[config.mk]
export PLATFORM = sky130hd
export DESIGN_NAME = rbus_arbiter
export DESIGN_NICKNAME = d
export VERILOG_FILES = /design/src/rtl/rbus_pkg.sv /design/src/rtl/rbus_rr_pick.sv /design/src/rtl/rbus_mux.sv /design/src/rtl/rbus_arbiter.sv
export SDC_FILE = /design/constraint.sdc
export NUM_CORES = 1
export LEC_CHECK = 0
export BUFFER_PORTS_ARGS = -buffer_cell sky130_fd_sc_hd__buf_4
export CORE_AREA = 2 2 137 139
export DETAILED_ROUTE_END_ITERATION = 12
export DIE_AREA = 0 0 139 141
export PLACE_DENSITY_LB_ADDON = 0.15
export SYNTH_ARGS = -nofsm -noshare
export SYNTH_HDL_FRONTEND = slang
export SYNTH_SLANG_ARGS = --single-unit
[constraint.sdc]
create_clock -name clk -period 6.42 [get_ports clk]
set_clock_uncertainty 0.05 [all_clocks]
set_input_delay 1.284 -clock clk [delete_from_list [all_inputs] [get_ports clk]]
set_output_delay 1.284 -clock clk [all_outputs]
set_load 0.005 [all_outputs]
[src/rtl/rbus_pkg.sv]
package rbus_pkg;
    typedef enum logic [0:0] {
        BUS_IDLE  = 1'b0,
        BUS_DRIVE = 1'b1
    } bus_state_e;
endpackage

[src/rtl/rbus_rr_pick.sv]
// Round-robin selector: searches upward from the entry above `last`.
module rbus_rr_pick #(
    parameter int NUM_REQ = 4,
    localparam int IDX_W = (NUM_REQ > 1) ? $clog2(NUM_REQ) : 1
) (
    input  logic [NUM_REQ-1:0] req,
    input  logic [IDX_W-1:0]   last,
    output logic [NUM_REQ-1:0] gnt,
    output logic               any,
    output logic [IDX_W-1:0]   idx
);
    always_comb begin
        gnt = '0;
        any = 1'b0;
        idx = '0;
        for (int k = 1; k <= NUM_REQ; k++) begin
            int c;
            logic [IDX_W-1:0] ci;
            c  = (int'(last) + k) % NUM_REQ;
            ci = IDX_W'(c);
            if (!any && req[ci]) begin
                any     = 1'b1;
                gnt[ci] = 1'b1;
                idx     = ci;
            end
        end
    end
endmodule

[src/rtl/rbus_mux.sv]
// Picks the winner's tag and data out of the flattened request vectors.
module rbus_mux #(
    parameter int NUM_REQ = 4,
    parameter int DATA_W  = 64,
    parameter int TAG_W   = 4,
    localparam int IDX_W  = (NUM_REQ > 1) ? $clog2(NUM_REQ) : 1
) (
    input  logic [NUM_REQ*TAG_W-1:0]  tags,
    input  logic [NUM_REQ*DATA_W-1:0] datas,
    input  logic [IDX_W-1:0]          sel,
    output logic [TAG_W-1:0]          tag,
    output logic [DATA_W-1:0]         data
);
    always_comb begin
        tag  = tags[int'(sel)*TAG_W +: TAG_W];
        data = datas[int'(sel)*DATA_W +: DATA_W];
    end
endmodule

[src/rtl/rbus_arbiter.sv]
module rbus_arbiter
    import rbus_pkg::*;
#(
    parameter int NUM_REQ = 4,
    parameter int DATA_W  = 64,
    parameter int TAG_W   = 4
) (
    input  logic                      clk,
    input  logic                      rst_n,
    input  logic [NUM_REQ-1:0]        req_valid,
    input  logic [NUM_REQ*TAG_W-1:0]  req_tag,
    input  logic [NUM_REQ*DATA_W-1:0] req_data,
    output logic [NUM_REQ-1:0]        req_grant,
    output logic                      bus_valid,
    output logic [TAG_W-1:0]          bus_tag,
    output logic [DATA_W-1:0]         bus_data
);
    localparam int IDX_W = (NUM_REQ > 1) ? $clog2(NUM_REQ) : 1;
    localparam logic [IDX_W-1:0] LAST_INIT = IDX_W'(NUM_REQ - 1);

    bus_state_e          state_q, state_d;
    logic [IDX_W-1:0]    last_q;
    logic [TAG_W-1:0]    tag_q;
    logic [DATA_W-1:0]   data_q;
    logic [NUM_REQ-1:0]  elig;
    logic [NUM_REQ-1:0]  pick_gnt;
    logic                pick_any;
    logic [IDX_W-1:0]    pick_idx;
    logic [TAG_W-1:0]    win_tag;
    logic [DATA_W-1:0]   win_data;

    // A tag of zero marks "no producer" and never competes.
    generate
        for (genvar i = 0; i < NUM_REQ; i++) begin : g_elig
            assign elig[i] = req_valid[i] && (req_tag[i*TAG_W +: TAG_W] != '0);
        end
    endgenerate

    rbus_rr_pick #(.NUM_REQ(NUM_REQ)) u_pick (
        .req  (elig),
        .last (last_q),
        .gnt  (pick_gnt),
        .any  (pick_any),
        .idx  (pick_idx)
    );

    rbus_mux #(.NUM_REQ(NUM_REQ), .DATA_W(DATA_W), .TAG_W(TAG_W)) u_mux (
        .tags  (req_tag),
        .datas (req_data),
        .sel   (pick_idx),
        .tag   (win_tag),
        .data  (win_data)
    );

    // Next-state decision
    always_comb begin
        state_d = state_q;
        unique case (state_q)
            BUS_IDLE:  state_d = pick_any ? BUS_DRIVE : BUS_IDLE;
            BUS_DRIVE: state_d = pick_any ? BUS_DRIVE : BUS_IDLE;
            default:   state_d = BUS_IDLE;
        endcase
    end

    // State register plus winner capture
    always_ff @(posedge clk or negedge rst_n) begin
        if (!rst_n) begin
            state_q <= BUS_IDLE;
            last_q  <= LAST_INIT;
            tag_q   <= '0;
            data_q  <= '0;
        end else begin
            state_q <= state_d;
            if (pick_any) begin
                last_q <= pick_idx;
                tag_q  <= win_tag;
                data_q <= win_data;
            end else begin
                tag_q  <= '0;
                data_q <= '0;
            end
        end
    end

    // Outputs
    always_comb begin
        req_grant = rst_n ? pick_gnt : '0;
        bus_valid = (state_q == BUS_DRIVE);
        bus_tag   = tag_q;
        bus_data  = data_q;
    end

    // Assertions
    a_r1_one_grant: assert property (@(posedge clk) disable iff (!rst_n)
        $onehot0(req_grant));

    a_r3_idle_after_no_grant: assert property (@(posedge clk) disable iff (!rst_n)
        (req_grant == '0) |=> (!bus_valid && bus_tag == '0 && bus_data == '0));

    a_r4_no_zero_tag_on_bus: assert property (@(posedge clk) disable iff (!rst_n)
        bus_valid |-> (bus_tag != '0));

    generate
        for (genvar i = 0; i < NUM_REQ; i++) begin : g_chk
            a_r2_bus_follows_grant: assert property (@(posedge clk) disable iff (!rst_n)
                req_grant[i] |=> (bus_valid
                    && bus_tag  == $past(req_tag[i*TAG_W +: TAG_W])
                    && bus_data == $past(req_data[i*DATA_W +: DATA_W])));

            a_r8_grant_needs_valid: assert property (@(posedge clk) disable iff (!rst_n)
                req_grant[i] |-> req_valid[i]);
        end
    endgenerate
endmodule

### Word-level counts from Yosys, hierarchy flattened

Cells that the tools add are included.

* $add $sub $neg: 4
* order comparisons: 8
* shift operators: 2
* multiplexer cells: 32
* bitwise logic cells: 3
* reduce and logical (&&, ||, !) cells: 18

Operators with widths (number)
* 256-bit by 9-bit variable part select with 64-bit output: 1
* 64-bit two-way mux: 1
* 4-bit two-way mux: 6
* 4-bit nonzero test: 4
* 16-bit by 5-bit variable part select with 4-bit output: 1
* 1-bit two-way mux: 13
* 2-bit by 3-bit less-than comparator with 1-bit output, second input constant: 4
* 4-bit OR: 3
* 1-bit logical AND: 11
* 1-bit binary-select mux with 2-bit select: 4
* 1-bit demux with 2-bit select: 4
* 2-bit by 1-bit >= comparator with 1-bit output, second input constant: 4
* 2-bit two-way mux: 4
* 2-bit by 1-bit adder with 2-bit output, second input constant: 2
* 2-bit adder, second input constant: 2
* 1-bit zero test: 3

* register bits after elaboration: 71

### Logic depth before layout (Yosys ltp)

* depth after elaboration: 16
* mapped depth: 11
* depth with buffers taken out: 9

### Cells and area by module

A second synthesis with hierarchy kept.

* cell total of the unflattened synthesis: 325
* area total of the unflattened synthesis: 4654.5 µm²

Modules (own cells, without submodules)
* rbus_arbiter: instances 1, cells each 156, area each 2354.8 µm², seq. area each 1779.2 µm²
* rbus_mux: instances 1, cells each 84, area each 1667.8 µm², seq. area each 0.0 µm²
* rbus_rr_pick: instances 1, cells each 85, area each 631.9 µm², seq. area each 0.0 µm²

### Least setup slack after synthesis

Ideal clock, no wire load.

* path type: input-to-output
* start: input port req_tag[13]
* end: output port req_grant[0]
* arrival time: 2.958 ns
* required time: 5.086 ns
* slack: 2.128 ns
* cell stages on the path: 8
* path through: o41a_1 buf_2 mux2i_1 mux2i_1 a211oi_1 a22oi_1 o21ai_0 and2_1

* cells in the longest elaborated chain, start to end: 15
* elaborated cells on any way between the ends: 27
* classes of those cells: mux (16); bitwise (3); reduce/logical (8)

RTL lines
* from (decl): RTL line rbus_arbiter.sv:11 `input logic [NUM_REQ*TAG_W-1:0] req_tag,`
* 4-bit nonzero test (*): RTL line rbus_arbiter.sv:35 `assign elig[i] = req_valid[i] && (req_tag[i*TAG_W +: TAG_W] != '0);`
* 1-bit logical AND (*): RTL line rbus_arbiter.sv:35
* 1-bit binary-select mux with 2-bit select: RTL line rbus_rr_pick.sv:21 `if (!any && req[ci]) begin`
* 1-bit two-way mux (implied by the code): RTL line rbus_rr_pick.sv:21
* 1-bit two-way mux: RTL line rbus_rr_pick.sv:21
* 1-bit zero test: RTL line rbus_rr_pick.sv:21
* 1-bit logical AND: RTL line rbus_rr_pick.sv:21
* 1-bit two-way mux: RTL line rbus_rr_pick.sv:21
* 1-bit zero test: RTL line rbus_rr_pick.sv:21
* 1-bit logical AND: RTL line rbus_rr_pick.sv:21
* 1-bit two-way mux: RTL line rbus_rr_pick.sv:21
* 1-bit zero test: RTL line rbus_rr_pick.sv:21
* 1-bit logical AND: RTL line rbus_rr_pick.sv:21
* 4-bit two-way mux (*): RTL line rbus_rr_pick.sv:21
* 4-bit two-way mux (*): RTL line rbus_arbiter.sv:87 `req_grant = rst_n ? pick_gnt : '0;`
* to (decl): RTL line rbus_arbiter.sv:13 `output logic [NUM_REQ-1:0] req_grant,`

Every way passes the cells marked *; elsewhere a longest branch is shown, timed or not. The select of a mux whose other input is x is not followed.

### Final worst setup path

Ends and elaborated chain as after synthesis.

==> results_dict.tcl <==
set metrics [dict create \
    critical_path.n_buffers_inverters 2 \
    maxCapViolCount 0 \
    cts_h_tree_lvls 3 \
    unrepaired_setup_endpoints_after_global_routing "no" \
    worst_setup_hold_path_clk_slew_ns 0.06 \
    die-area_sq_um 19600 \
    synth_cell_type_count 34 \
    cts-hold-fix-buffers 0 \
    synthesis.instances 408 \
    antenna_found_initial 0 \
    postLayoutSetupSlackWorst_ns 1.54 \
    placed_area_sq_um 7370 \
    detail_route.iter0.violations 202 \
    setup-violations-final 0 \
    timing_max_transition_violations_final 0 \
    clkLatencyLatePin_ns 0.33 \
    ant_nets 0 \
    start_util_pct 25.2 \
    worst-r2r-setup-slack_ns 2.47 \
    vias_per_cell 4.87 \
    critical_path_cell_count 9 \
    rows 50 \
    synthesis.yosys.warnings 0 \
    antenna-diode-count 0 \
    power_leakage_nw 3.83 \
    cts_tree "done" \
    final_layout_size_suffix_gt1_share_pct 53.9 \
    mappedNetlistNets 694 \
    grt_overflow 0 \
    clockBufferDepth 2 \
    netlist_top_cells_area "dfrtp_1, mux2i_1, o22ai_1, a211oi_2, a211oi_1" \
    crit_arrival_ns 3.54 \
    period_minus_slack_ns 4.88 \
    first_global_vias 4891 \
    cts_post_setup_buffers_inserted 0 \
    post_cts_resized 0 \
    cts_buffers 9 \
    maximum_frequency_from_static_timing_analysis_ghz 0.205 \
    grt_first_pass_wirelength_mm 26.7 \
    crit_path_max_incr_delay_ns 0.63 \
    final_hold_viol_count 0 \
    p_total_mw 3.90 \
    detailroute.via_count 4760 \
    synth.ff_latch_count 71 \
    synth_edf_count 0 \
    status "finished clean" \
    synth_sequential_area_ratio_pct 38.6 \
    hold_path_class "in2async" \
    post_synth_instance_area_sq_um 4610 \
    rr_worst_depth 10 \
    clkSinkCount 71 \
    drt_wirelength_mm 17.7 \
    grt_max_degree 97 \
    timing.critical_path.from_type "primary input" \
    ys_dominant_reg_cell "dfrtp_1" \
    route.detailed.wl_per_inst_um 18.1 \
    stdcell_area_sq_um 7720 \
    drt_first_pass_iters 5 \
    pwr_density_cell_nw_per_um2 505 \
    die_w_um 139 \
    cts_root_buf "clkbuf_16" \
    vdd_drop_max_uv 481 \
    slowest_stage "o41a_1" \
    layout.nets 1025 \
    path_max_fanout 10 \
    yosysTopAreaCellShare_pct 37.5 \
    worstSetupEndpointType "output port" \
    synthToLayoutAreaGrowth_pct 67.5 \
    finalCoreUtilization_pct 42.3 \
    worstSetupPathType "in2out" \
    core_area_sq_um 18300 \
    slew_headroom_pct 26.5 \
    worst_endpoint_required_time_ns 5.09 \
    syn_area_per_cell_sq_um 11.3 \
    crit_path_cell_trace "buf_4 -> o41a_1 -> mux2i_1 -> mux2i_1 -> a211oi_1 -> a22oi_1 -> o21ai_0 -> and2_1 -> buf_4" \
    track_usage_pct 17.3 \
    critical_path.top_delay_family "compound AO/OA/AOI/OAI gates" \
    place.port_buffers 350 \
    post-synth-top-area-cell "dfrtp_1" \
    route.detailed.drc 0 \
    routabilityCongestion 0.869 \
    boundaryPins 351 \
    dpl_worst_slack_ns 1.58 \
    dp_hpwl_mm 13.5 \
    slew_worst_pin_ns 1.10 \
    fin_tns_setup_ns 0 \
    final.period_utilization_pct 76.0 \
    synth-async-reset-ratio_pct 100 \
    die_y_um 141 \
]
registers in the layout, indices dropped and copies added, names as in the netlist:
| register | cells |
|---|---|
| bus_data | 64 |
| last_q | 2 |
| bus_tag | 4 |
| bus_valid | 1 |
kinds of logic after synthesis:
family,after synthesis,synth area share (%)
fa+ha+maj,8,2.17
flops,71,38.6
simple gates,43,5.24
buf+inv,39,5.43
mux,124,26.9
compound gates,123,21.6
routing by layer:
metal  vias up  track usage [%]  part of all wire, %
met5         -                0                    0
met4         0             6.06                  2.0
met3        30             4.62                  7.4
met2       221             31.7                   54
met1      2251             19.4                   37
li1       2258                -                    -
cell type report:
| type | instances | area [sq um] |
|---|---|---|
| clock inverters | 7 | 120 |
| fillers | 1810 | 10500 |
| repair buffers | 355 | 2690 |
| flip-flops and latches | 71 | 1780 |
| multi-input cells | 298 | 2600 |
| clock buffers | 9 | 225 |
| inverters | 4 | 15.0 |
| well taps | 234 | 293 |
per-stage QoR:
stage / hold WS, ns / std cells
after floorplan: 0.752 / 408
after global placement: 0.754 / 962
after detailed placement: 0.787 / 962
after CTS: 0.771 / 978
after global routing: 0.817 / 978
final: 0.801 / 978
cell usage in the layout, fill, tap and decap left out:
master / n
buf_4: 353
mux2i_1: 124
dfrtp_1: 69
o22ai_1: 52
a211oi_2: 18
a211oi_1: 17
nor2b_1: 16
clkbuf_16: 9
a22oi_1: 8
ha_1: 8
nor2_1: 7
o21ai_0: 7
nor3_1: 7
a21oi_1: 5
o41a_1: 4
o41ai_2: 4
and2_1: 4
inv_1: 3
nand3_1: 3
bufinv_16: 3
nand2_1: 2
o2111ai_1: 2
dfstp_2: 2
buf_12: 2
clkinv_1: 1
nor4_4: 1
o41ai_1: 1
a21oi_2: 1
o311ai_1: 1
a21oi_4: 1
nand4_1: 1
nand3_2: 1
a31oi_1: 1
o41ai_4: 1
nand2_2: 1
clkinv_4: 1
clkinv_2: 1
clkinvlp_4: 1
inv_6: 1
path summary, 6_finish.rpt:
check / startpoint / to
setup / recovery: req_tag[13] / req_grant[0]
hold / removal: rst_n / bus_data[61]$_DFF_PN0_
setup reg to reg: last_q[1]$_DFFE_PN1P_ / bus_data[23]$_DFF_PN0_
hold reg to reg: last_q[1]$_DFFE_PN1P_ / last_q[1]$_DFFE_PN1P_
max in group asynchronous: rst_n / bus_data[50]$_DFF_PN0_
min in group clk: last_q[1]$_DFFE_PN1P_ / last_q[1]$_DFFE_PN1P_
cell usage after synthesis, drive strengths merged (3+ instances only):
master	number
nand3	4
nor3	7
ha	8
dfrtp	69
a211oi	35
clkbuf	3
nor2b	16
and2	4
buf	32
a22oi	8
o41a	4
nand2	3
o41ai	6
nor2	7
inv	3
o21ai	7
mux2i	124
o22ai	52
a21oi	7
power by group:
group	total (mW)	switching, mW	internal, mW
sequential	0.790	0.0829	0.707
combinational	2.53	1.33	1.20
clock	0.584	0.203	0.381
total	3.90	1.61	2.28
Power figures use the tool's default switching activity.
